File: src/rtl/trig_seq.sv
`timescale 1ns/1ps
module trig_seq #(
  parameter int DW = 32,
  parameter int NPAT = 10,
  parameter int NRNG = 2,
  parameter int NTMR = 2,
  parameter int NLVL = 12,
  parameter int NLVL_TIM = 10,
  parameter int CW = 20,
  parameter int TW = 32,
  parameter int AW = 8,
  parameter int CFGW = 32,
  localparam int LW = $clog2(NLVL + 1)
)(
  input  logic            clk,
  input  logic            rst_n,
  input  logic            cfg_we,
  input  logic [AW-1:0]   cfg_addr,
  input  logic [CFGW-1:0] cfg_wdata,
  input  logic            tmode,
  input  logic            arm,
  input  logic            smp_valid,
  input  logic [DW-1:0]   smp_data,
  output logic            store_en,
  output logic            trig,
  output logic            busy,
  output logic [LW-1:0]   level
);
  localparam int NSRC = NPAT + NRNG + NTMR + 2;
  localparam int SW = $clog2(NSRC);
  localparam int TRW = 3 + 2 * SW;
  localparam int HI_LSB = 16;
  localparam int A_RNG = 32;
  localparam int A_TLIM = 40;
  localparam int A_LAST = 48;
  localparam int A_LVL = 64;

  logic [DW-1:0]     pat_val [NPAT];
  logic [DW-1:0]     pat_msk [NPAT];
  logic [DW-1:0]     rng_lo [NRNG];
  logic [DW-1:0]     rng_hi [NRNG];
  logic [TW-1:0]     tlim [NTMR];
  logic [TRW-1:0]    lv_adv [NLVL];
  logic [TRW-1:0]    lv_br [NLVL];
  logic [TRW-1:0]    lv_st [NLVL];
  logic [CW-1:0]     lv_cnt [NLVL];
  logic [LW-1:0]     lv_tgt [NLVL];
  logic [2*NTMR-1:0] lv_act [NLVL];
  logic [LW-1:0]     last_cfg;

  always_ff @(posedge clk or negedge rst_n) begin
    if (!rst_n) begin
      for (int p = 0; p < NPAT; p++) begin pat_val[p] <= '0; pat_msk[p] <= '0; end
      for (int r = 0; r < NRNG; r++) begin rng_lo[r] <= '0; rng_hi[r] <= '0; end
      for (int t = 0; t < NTMR; t++) tlim[t] <= '0;
      for (int l = 0; l < NLVL; l++) begin
        lv_adv[l] <= '1; lv_br[l] <= '1; lv_st[l] <= '1;
        lv_cnt[l] <= '0; lv_tgt[l] <= '0; lv_act[l] <= '0;
      end
      last_cfg <= '0;
    end else if (cfg_we) begin
      for (int p = 0; p < NPAT; p++) begin
        if (cfg_addr == AW'(2 * p))     pat_val[p] <= cfg_wdata[DW-1:0];
        if (cfg_addr == AW'(2 * p + 1)) pat_msk[p] <= cfg_wdata[DW-1:0];
      end
      for (int r = 0; r < NRNG; r++) begin
        if (cfg_addr == AW'(A_RNG + 2 * r))     rng_lo[r] <= cfg_wdata[DW-1:0];
        if (cfg_addr == AW'(A_RNG + 2 * r + 1)) rng_hi[r] <= cfg_wdata[DW-1:0];
      end
      for (int t = 0; t < NTMR; t++)
        if (cfg_addr == AW'(A_TLIM + t)) tlim[t] <= cfg_wdata[TW-1:0];
      if (cfg_addr == AW'(A_LAST)) last_cfg <= cfg_wdata[LW-1:0];
      for (int l = 0; l < NLVL; l++) begin
        if (cfg_addr == AW'(A_LVL + 4 * l))     lv_adv[l] <= cfg_wdata[TRW-1:0];
        if (cfg_addr == AW'(A_LVL + 4 * l + 1)) lv_cnt[l] <= cfg_wdata[CW-1:0];
        if (cfg_addr == AW'(A_LVL + 4 * l + 2)) begin
          lv_br[l]  <= cfg_wdata[TRW-1:0];
          lv_tgt[l] <= cfg_wdata[HI_LSB +: LW];
        end
        if (cfg_addr == AW'(A_LVL + 4 * l + 3)) begin
          lv_st[l]  <= cfg_wdata[TRW-1:0];
          lv_act[l] <= cfg_wdata[HI_LSB +: 2*NTMR];
        end
      end
    end
  end

  logic [NSRC-1:0] src;

  for (genvar p = 0; p < NPAT; p++) begin : g_pat
    assign src[p] = ((smp_data ^ pat_val[p]) & pat_msk[p]) == '0;
  end
  for (genvar r = 0; r < NRNG; r++) begin : g_rng
    assign src[NPAT + r] = (smp_data >= rng_lo[r]) && (smp_data <= rng_hi[r]);
  end
  assign src[NSRC-2] = 1'b1;
  assign src[NSRC-1] = 1'b0;

  function automatic logic term_hit(input logic [TRW-1:0] tm, input logic [NSRC-1:0] s);
    logic a, b;
    a = s[tm[SW-1:0]];
    b = s[tm[2*SW-1:SW]];
    case (tm[TRW-1 -: 3])
      3'd0: return a;
      3'd1: return !a;
      3'd2: return a & b;
      3'd3: return !(a & b);
      3'd4: return a | b;
      3'd5: return !(a | b);
      3'd6: return a ^ b;
      default: return !(a ^ b);
    endcase
  endfunction

  logic          running, adv_hit, br_hit, st_hit, go, fire, step_cnt;
  logic [LW-1:0] lvl, nxt, cap, eff_last;
  logic [CW-1:0] occ;

  assign adv_hit  = term_hit(lv_adv[lvl], src);
  assign br_hit   = term_hit(lv_br[lvl], src);
  assign st_hit   = term_hit(lv_st[lvl], src);
  assign cap      = tmode ? LW'(NLVL_TIM - 1) : LW'(NLVL - 1);
  assign eff_last = (last_cfg > cap) ? cap : last_cfg;
  assign go       = running && smp_valid && !arm && (br_hit || (adv_hit && occ <= CW'(1)));
  assign nxt      = br_hit ? lv_tgt[lvl] : lvl + LW'(1);
  assign fire     = go && (nxt > eff_last);
  assign step_cnt = running && smp_valid && adv_hit && !br_hit && (occ > CW'(1));
  assign store_en = running && smp_valid && !arm && st_hit;
  assign busy     = running;
  assign level    = lvl;

  always_ff @(posedge clk or negedge rst_n) begin
    if (!rst_n) begin
      running <= 1'b0;
      lvl     <= '0;
      occ     <= '0;
      trig    <= 1'b0;
    end else begin
      trig <= fire;
      if (arm) begin
        running <= 1'b1;
        lvl     <= '0;
        occ     <= lv_cnt[0];
      end else if (go) begin
        if (fire) running <= 1'b0;
        else begin
          lvl <= nxt;
          occ <= lv_cnt[nxt];
        end
      end else if (step_cnt) begin
        occ <= occ - CW'(1);
      end
    end
  end

  for (genvar t = 0; t < NTMR; t++) begin : g_tmr
    logic [TW-1:0] cnt;
    logic          run;
    logic [1:0]    act;
    assign act = (go && !fire && nxt != '0) ? lv_act[nxt][2*t +: 2] : 2'd0;
    assign src[NPAT + NRNG + t] = cnt >= tlim[t];
    always_ff @(posedge clk or negedge rst_n) begin
      if (!rst_n) begin
        cnt <= '0;
        run <= 1'b0;
      end else if (arm) begin
        cnt <= '0;
        run <= 1'b0;
      end else begin
        case (act)
          2'd1: begin cnt <= '0; run <= 1'b1; end
          2'd2: run <= 1'b0;
          2'd3: begin
            run <= 1'b1;
            if (run && cnt != '1) cnt <= cnt + TW'(1);
          end
          default: if (run && cnt != '1) cnt <= cnt + TW'(1);
        endcase
      end
    end
  end
endmodule

File: config.mk
export PLATFORM = sky130hd
export DESIGN_NAME = trig_seq
export DESIGN_NICKNAME = d
export VERILOG_FILES = /design/src/rtl/trig_seq.sv
export SDC_FILE = /design/constraint.sdc
export NUM_CORES = 2
export LEC_CHECK = 0
export BUFFER_PORTS_ARGS = -buffer_cell sky130_fd_sc_hd__buf_2
export CAP_MARGIN = 20
export CELL_PAD_IN_SITES_DETAIL_PLACEMENT = 1
export CELL_PAD_IN_SITES_GLOBAL_PLACEMENT = 1
export CORE_MARGIN = 2
export CORE_UTILIZATION = 40
export CTS_BUF_LIST = sky130_fd_sc_hd__clkbuf_8 sky130_fd_sc_hd__clkbuf_16
export DETAILED_ROUTE_END_ITERATION = 16
export PLACE_DENSITY_LB_ADDON = 0.2
export SYNTH_ARGS = -nofsm -noshare
export SYNTH_HDL_FRONTEND = slang
export SYNTH_SLANG_ARGS = --single-unit
File: constraint.sdc
create_clock -name clk -period 16 [get_ports clk]
set_input_delay 3.2 -clock clk [delete_from_list [all_inputs] [get_ports clk]]
set_output_delay 3.2 -clock clk [all_outputs]
set_load 0.005 [all_outputs]
# Word level (Yosys, flattened, before mapping)
# Cells that the tools add are included.
[op_classes]
order_cmp = 18
n_eq_ne = 104
n_reduce_logical = 135
addsub = 4
bitwise_logic = 31
muxes = 58
[ops]
columns = ["operator", "n"]
rows = [
  ["$eq 8x7->1 const B", 48],
  ["$and 32x32->32", 10],
  ["$logic_not 32->1", 10],
  ["$xor 32x32->32", 10],
  ["$reduce_and 2->1", 80],
  ["$bmux 11 s4", 3],
  ["$ge 32x32->1", 4],
  ["$mux 32", 4],
  ["$pmux 32 s2", 2],
  ["$mux 20", 6],
  ["$bmux 20 s4", 1],
  ["$mux 11", 6],
  ["$add 32x1->32 const B", 2],
  ["$eq 8x4->1 const B", 8],
  ["$le 32x32->1", 2],
  ["$ne 32x32->1 const B", 2],
  ["$eq 8x6->1 const B", 7],
  ["$mux 4", 9],
  ["$bmux 4 s4", 2],
  ["$eq 8x3->1 const B", 4],
  ["$eq 8x5->1 const B", 4],
  ["$lt 4x5->1 const B", 6],
  ["$eq 3x3->1 const B", 9],
  ["$bmux 1 s4", 6],
  ["31 further kinds", 105],
]
[totals]
elab_cells = 457
ff_bits = 1660
out_inout_bits = 7
inputBits = 78

# Logic depth before layout (Yosys ltp)
[logic_depth]
ltp_word = 21
depth_mapped = 47
depth_no_buf = 35

# Worst setup path before layout
# OpenSTA, ideal clock, no wires.
[synth_timing]
kind = "input-to-reg"
startpoint = "input port smp_data[0]"
endpoint = "register g_tmr[1].cnt[22]"
required_time_ns = 15.870
path_slack_ns = 5.746
n_path_buf = 8
path_stages = 42
arrival_time_ns = 10.125
setup_ns = 0.130
path_cell_list = "buf_4 inv_1 ha_1 nand2b_1 a211o_1 a31oi_1 o21ai_0 a21oi_1 a31oi_1 mux2_2 nor2_1 a21oi_1 mux2_2 mux2_2 inv_1 ha_1 mux2i_1 o22ai_1 [... 6 more ...] buf_2 clkbuf_1 ha_1 nor2b_1 o21ai_0 nand2b_1 a21oi_1 a41oi_1 a221oi_1 buf_2 and2_1 buf_2 nand3b_1 a211oi_1 or2_2 clkbuf_1 buf_2 a21oi_1"
[synth_via]
elab_chain_cells = 19
word_cells_on_any_way = 82
cone_classes = "order compare (5); eq/ne (3); mux (17); bitwise (27); reduce/logical (30)"
[synth_rtl]
columns = ["element", "line_no", "text"]
rows = [
  ["start, declared", "23", "input logic [DW-1:0] smp_data,"],
  ["branches (longest 15 deep; another with $ge 32x32->1)", "-", ""],
  ["$mux 2 *", "160", "assign act = (go && !fire && nxt != '0) ? lv_act[nxt][2*t +: 2] : 2'd0;"],
  ["$eq 2x2->1 or $eq 2x1->1 (tied branches)", "170", "case (act)"],
  ["$pmux 32 s2, or another cell as far along", "170", ""],
  ["$mux 32 or $reduce_and 2->1 (tied branches)", "-", ""],
  ["end signal, assigned", "175", "if (run && cnt != '1) cnt <= cnt + TW'(1);"],
  ["end signal, assigned", "177", "default: if (run && cnt != '1) cnt <= cnt + TW'(1);"],
  ["end, declared", "157", "logic [TW-1:0] cnt;"],
]
# Mark *: on every way between the ends. The select of a mux whose other input is x is not followed.
# A chain may end at the register's enable or synchronous reset.

# Final worst setup path
[layout_timing]
startpoint = "input port smp_data[0]"
endpoint = "register g_tmr[1].cnt[16]"
# Same word-level chain as after synthesis.

==> metrics.log <==
[metrics] clock net sink count: 1660
[metrics] worst hold margin: 0.503 ns
[metrics] maximum count of clock buffers along a single path: 3
[metrics] Resized Gates After CTS: 0
[metrics] cell mode on critical path: sky130_fd_sc_hd__a21oi_1
[metrics] Critical Path Start Type: input port
[metrics] vias per inst: 5.72
[metrics] Synth async-reset ratio: 1.00
[metrics] quantity of hold-fixing buffers added after cts: 0
[metrics] status: completed
[metrics] setup violation total in the final timing report: 0
[metrics] number of warnings printed during yosys synthesis: 0
[metrics] signal arrival time at the worst endpoint: between 10 and 15 ns
[metrics] total routed wirelength: roughly 250 mm
[metrics] Placement Setup Slack: between 2 and 3 ns
[metrics] achievable clock frequency: about 0.080 GHz
[metrics] GR Overflow Total: 0
[metrics] Clk Latency, worst-skew pair: 0.85 ns
[metrics] floorplan die width: around 460 µm
[metrics] WL per Instance: 26.7 µm
[metrics] vias post-DR: between 50000 and 60000
[metrics] Port Buffer Count: 84
[metrics] number of enable-type register cells in the synthesized netlist: 0
[metrics] worst slew margin relative to its limit: 0.219
[metrics] cell internal power dissipation: about 7.7 mW
[metrics] Std-Cell Core Area: 204000 µm²
[metrics] critical path type: in2reg
[metrics] height of the chip: about 460 µm
[metrics] number of detailed-routing iterations run before antenna repair: 5
[metrics] Global Route Usage Sum: 0.238
[metrics] effective utilization at floorplan: 0.402
[metrics] Hold Path Class: reg2reg
[metrics] die outline area: 209000 µm²
[metrics] clock network power share: 0.400
[metrics] gate count of the mapped netlist: 6529
[metrics] final worst setup slack: 3.55 ns
[metrics] final clock skew: between 0.03 and 0.04 ns
[metrics] sequential share of power: 0.413
[metrics] time the worst path needs with I/O delays and setup: 12.45 ns
[metrics] H-tree depth: 4
[metrics] number of buffers created by CTS: about 190
[metrics] final net count: slightly below 7000
[metrics] number of top-level pins: 85
[metrics] violation count after the first detailed-routing iteration: 3363
[metrics] cell area after technology mapping: about 82000 µm²
[metrics] TritonCTS clock tree: built
[metrics] Worst Max-Slew Pin Slew: 1.17 ns
[metrics] unrepaired setup endpoints after global routing: false
[metrics] Post-route DRC: 0
[metrics] maximum resistive drop on vdd: 0.107 mV
[metrics] number of cell rows: around 170
[metrics] Pwr Density: 121 nW/µm²
[metrics] synthesis-to-finish area growth: 11.8%
[metrics] flip-flop and latch count after synthesis: 1660
[metrics] worst setup slack for register-to-register paths: around 5.5 ns
[metrics] Final ANT Viol Nets: 0
[metrics] part of the Yosys area used for sequential elements: 0.512
[metrics] final period utilization: 0.778
[metrics] number of hold violations in the final report: 0
[metrics] half-perimeter wire length after detailed placement: between 150 and 200 mm
[metrics] first-pass GRT wire length: 377 mm
[metrics] data required time of the critical path: between 15 and 20 ns
[metrics] total negative setup slack: 0 ns
[metrics] post-synth net total: around 6800
[metrics] number of antenna violations at the first check in global routing: 13
[metrics] number of distinct standard cells referenced by the synthesized netlist: 99
[metrics] total net switching power: 3.38 mW
[metrics] number of post-CTS setup repair buffers: 0
[metrics] leakage power of the design: about 42 nW
[metrics] CP max stage delay: 0.91 ns
[metrics] Max-cap violations: 0
[metrics] Area after DPL: 85300 µm²
[metrics] number of global-route vias before repair: 57678
[metrics] final weighted congestion in routability-driven placement: 0.842
[metrics] largest net degree at the start of global routing: 188
[metrics] average footprint of a synthesized cell: ~13 µm²
[metrics] Combinational Power Share: 0.187
[metrics] share of final-layout standard cells stronger than drive strength 1: 0.408
[metrics] post-CTS clock slew at the launch and capture registers of the worst setup and hold paths: ~0.060 ns
[metrics] commonest cells after routing, fill and taps aside: sky130_fd_sc_hd__mux2_2 (1579), sky130_fd_sc_hd__dfrtp_1 (1260), sky130_fd_sc_hd__dfstp_2 (396)
[metrics] cell with the largest stage delay on the worst path: sky130_fd_sc_hd__o31a_1
[metrics] final-report max-slew violation count: 0
[metrics] Synth Flop Type: sky130_fd_sc_hd__dfrtp_1
[metrics] library cell used as clock root buffer: sky130_fd_sc_hd__clkbuf_16
[metrics] switching part of the total power: 0.305
[metrics] Worst Setup End Kind: register
[metrics] post-route standard cell area excluding fillers: 91800 µm²
[metrics] maximum fanout count along the critical path: 31
[metrics] commonest non-fill, non-tap cell in the layout: sky130_fd_sc_hd__mux2_2
flip-flops by register name, summed over array words and instances, names as in the netlist, 64 cells and up:
| signal | flops |
|---|---|
| g_tmr.cnt | 64 |
| lv_adv | 132 |
| lv_br | 132 |
| lv_cnt | 240 |
| lv_st | 132 |
| pat_msk | 320 |
| pat_val | 320 |
| rng_hi | 64 |
| rng_lo | 64 |
| tlim | 64 |
layout make-up:
class / instances / area (µm²)
fill: 20968 / 113000
sequential: 1660 / 42000
multi-input combinational: 4174 / 37400
clock buffer: 240 / 5430
tap: 2688 / 3360
timing repair buffer: 221 / 1670
clock inverter: 109 / 1010
inverter: 220 / 828
antenna: 3 / 7.51
synth_stat cells, drive strengths merged (22+ instances only):
| library cell | n | area [µm²] |
|---|---|---|
| mux2 | 1579 | 17800 |
| dfrtp | 1264 | 31600 |
| nand2 | 398 | 1510 |
| dfstp | 396 | 10400 |
| xor2 | 326 | 2860 |
| clkbuf | 282 | 1060 |
| a21oi | 222 | 1130 |
| inv | 219 | 825 |
| ha | 208 | 2600 |
| nand3 | 205 | 1040 |
| buf | 193 | 905 |
| a22oi | 169 | 1290 |
| nor2 | 148 | 561 |
| o21ai | 133 | 677 |
| mux4 | 121 | 2730 |
| mux2i | 102 | 1020 |
| nand4 | 94 | 588 |
| nor3 | 46 | 240 |
| nor4 | 30 | 221 |
| a21o | 27 | 203 |
| or3 | 26 | 163 |
| and3 | 25 | 156 |
| nor2b | 25 | 156 |
| o31ai | 25 | 206 |
| xnor2 | 22 | 193 |
layer usage:
metal  up-vias  share of wire  global-route usage
met5         -              0                   0
met4         0          0.029              0.0716
met3       335          0.032              0.0270
met2       839           0.48               0.392
met1     28777           0.46               0.329
li1      23311              -                   -
power groups by stage:
| stage | logic (mW) | registers, mW | clock network, mW |
|---|---|---|---|
| finish | 2.07 | 4.58 | 4.44 |
| global placement | 2.04 | 4.64 | 0 |
| floorplan | 1.28 | 4.60 | 0 |
| global route | 2.25 | 4.60 | 4.72 |
| CTS | 2.08 | 4.58 | 4.55 |
| detailed placement | 2.07 | 4.65 | 0 |
critical path: cells and delay by family:
family,cells,cell delay (ns)
fa+ha+maj,3,0.82
simple gates,11,3.31
compound gates,14,3.27
buf+inv,6,1.43
mux,4,1.05
kinds of logic after synthesis:
family | Yosys count | synth area share
muxes | 1802 | 0.262
DFF | 1660 | 0.512
and+or+nand+nor | 1081 | 0.0641
AOI/OAI and AO/OA | 735 | 0.0592
buffers and inverters | 695 | 0.0340
xor gates and xnor gates | 348 | 0.0371
adders and majority gates | 208 | 0.0317
path summary, 6_finish.rpt:
| check | to | cells past startpoint | start |
|---|---|---|---|
| min in group asynchronous | pat_val[55]$_DFFE_PN0P_ | 1 | rst_n |
| max in group asynchronous | level[1]$_DFFE_PN0P_ | 4 | rst_n |
| setup / recovery | g_tmr[1].cnt[16]$_DFFE_PN0P_ | 38 | smp_data[0] |
| setup reg to reg | g_tmr[1].cnt[16]$_DFFE_PN0P_ | 30 | level[1]$_DFFE_PN0P_ |
| hold reg to reg | tlim[20]$_DFFE_PN0P_ | 1 | tlim[20]$_DFFE_PN0P_ |
| hold / removal | tlim[20]$_DFFE_PN0P_ | 1 | tlim[20]$_DFFE_PN0P_ |
stage by stage:
stage | total power [mW] | util | std cells
3_3_place_gp | 6.68 | 0.417 | 8955
6_report | 11.1 | 0.449 | 9315
3_5_place_dp | 6.72 | 0.417 | 8959
5_1_grt | 11.6 | 0.449 | 9314
2_1_floorplan | 5.88 | - | 6529
4_1_cts | 11.2 | 0.449 | 9308
Power figures use the tool's default switching activity.
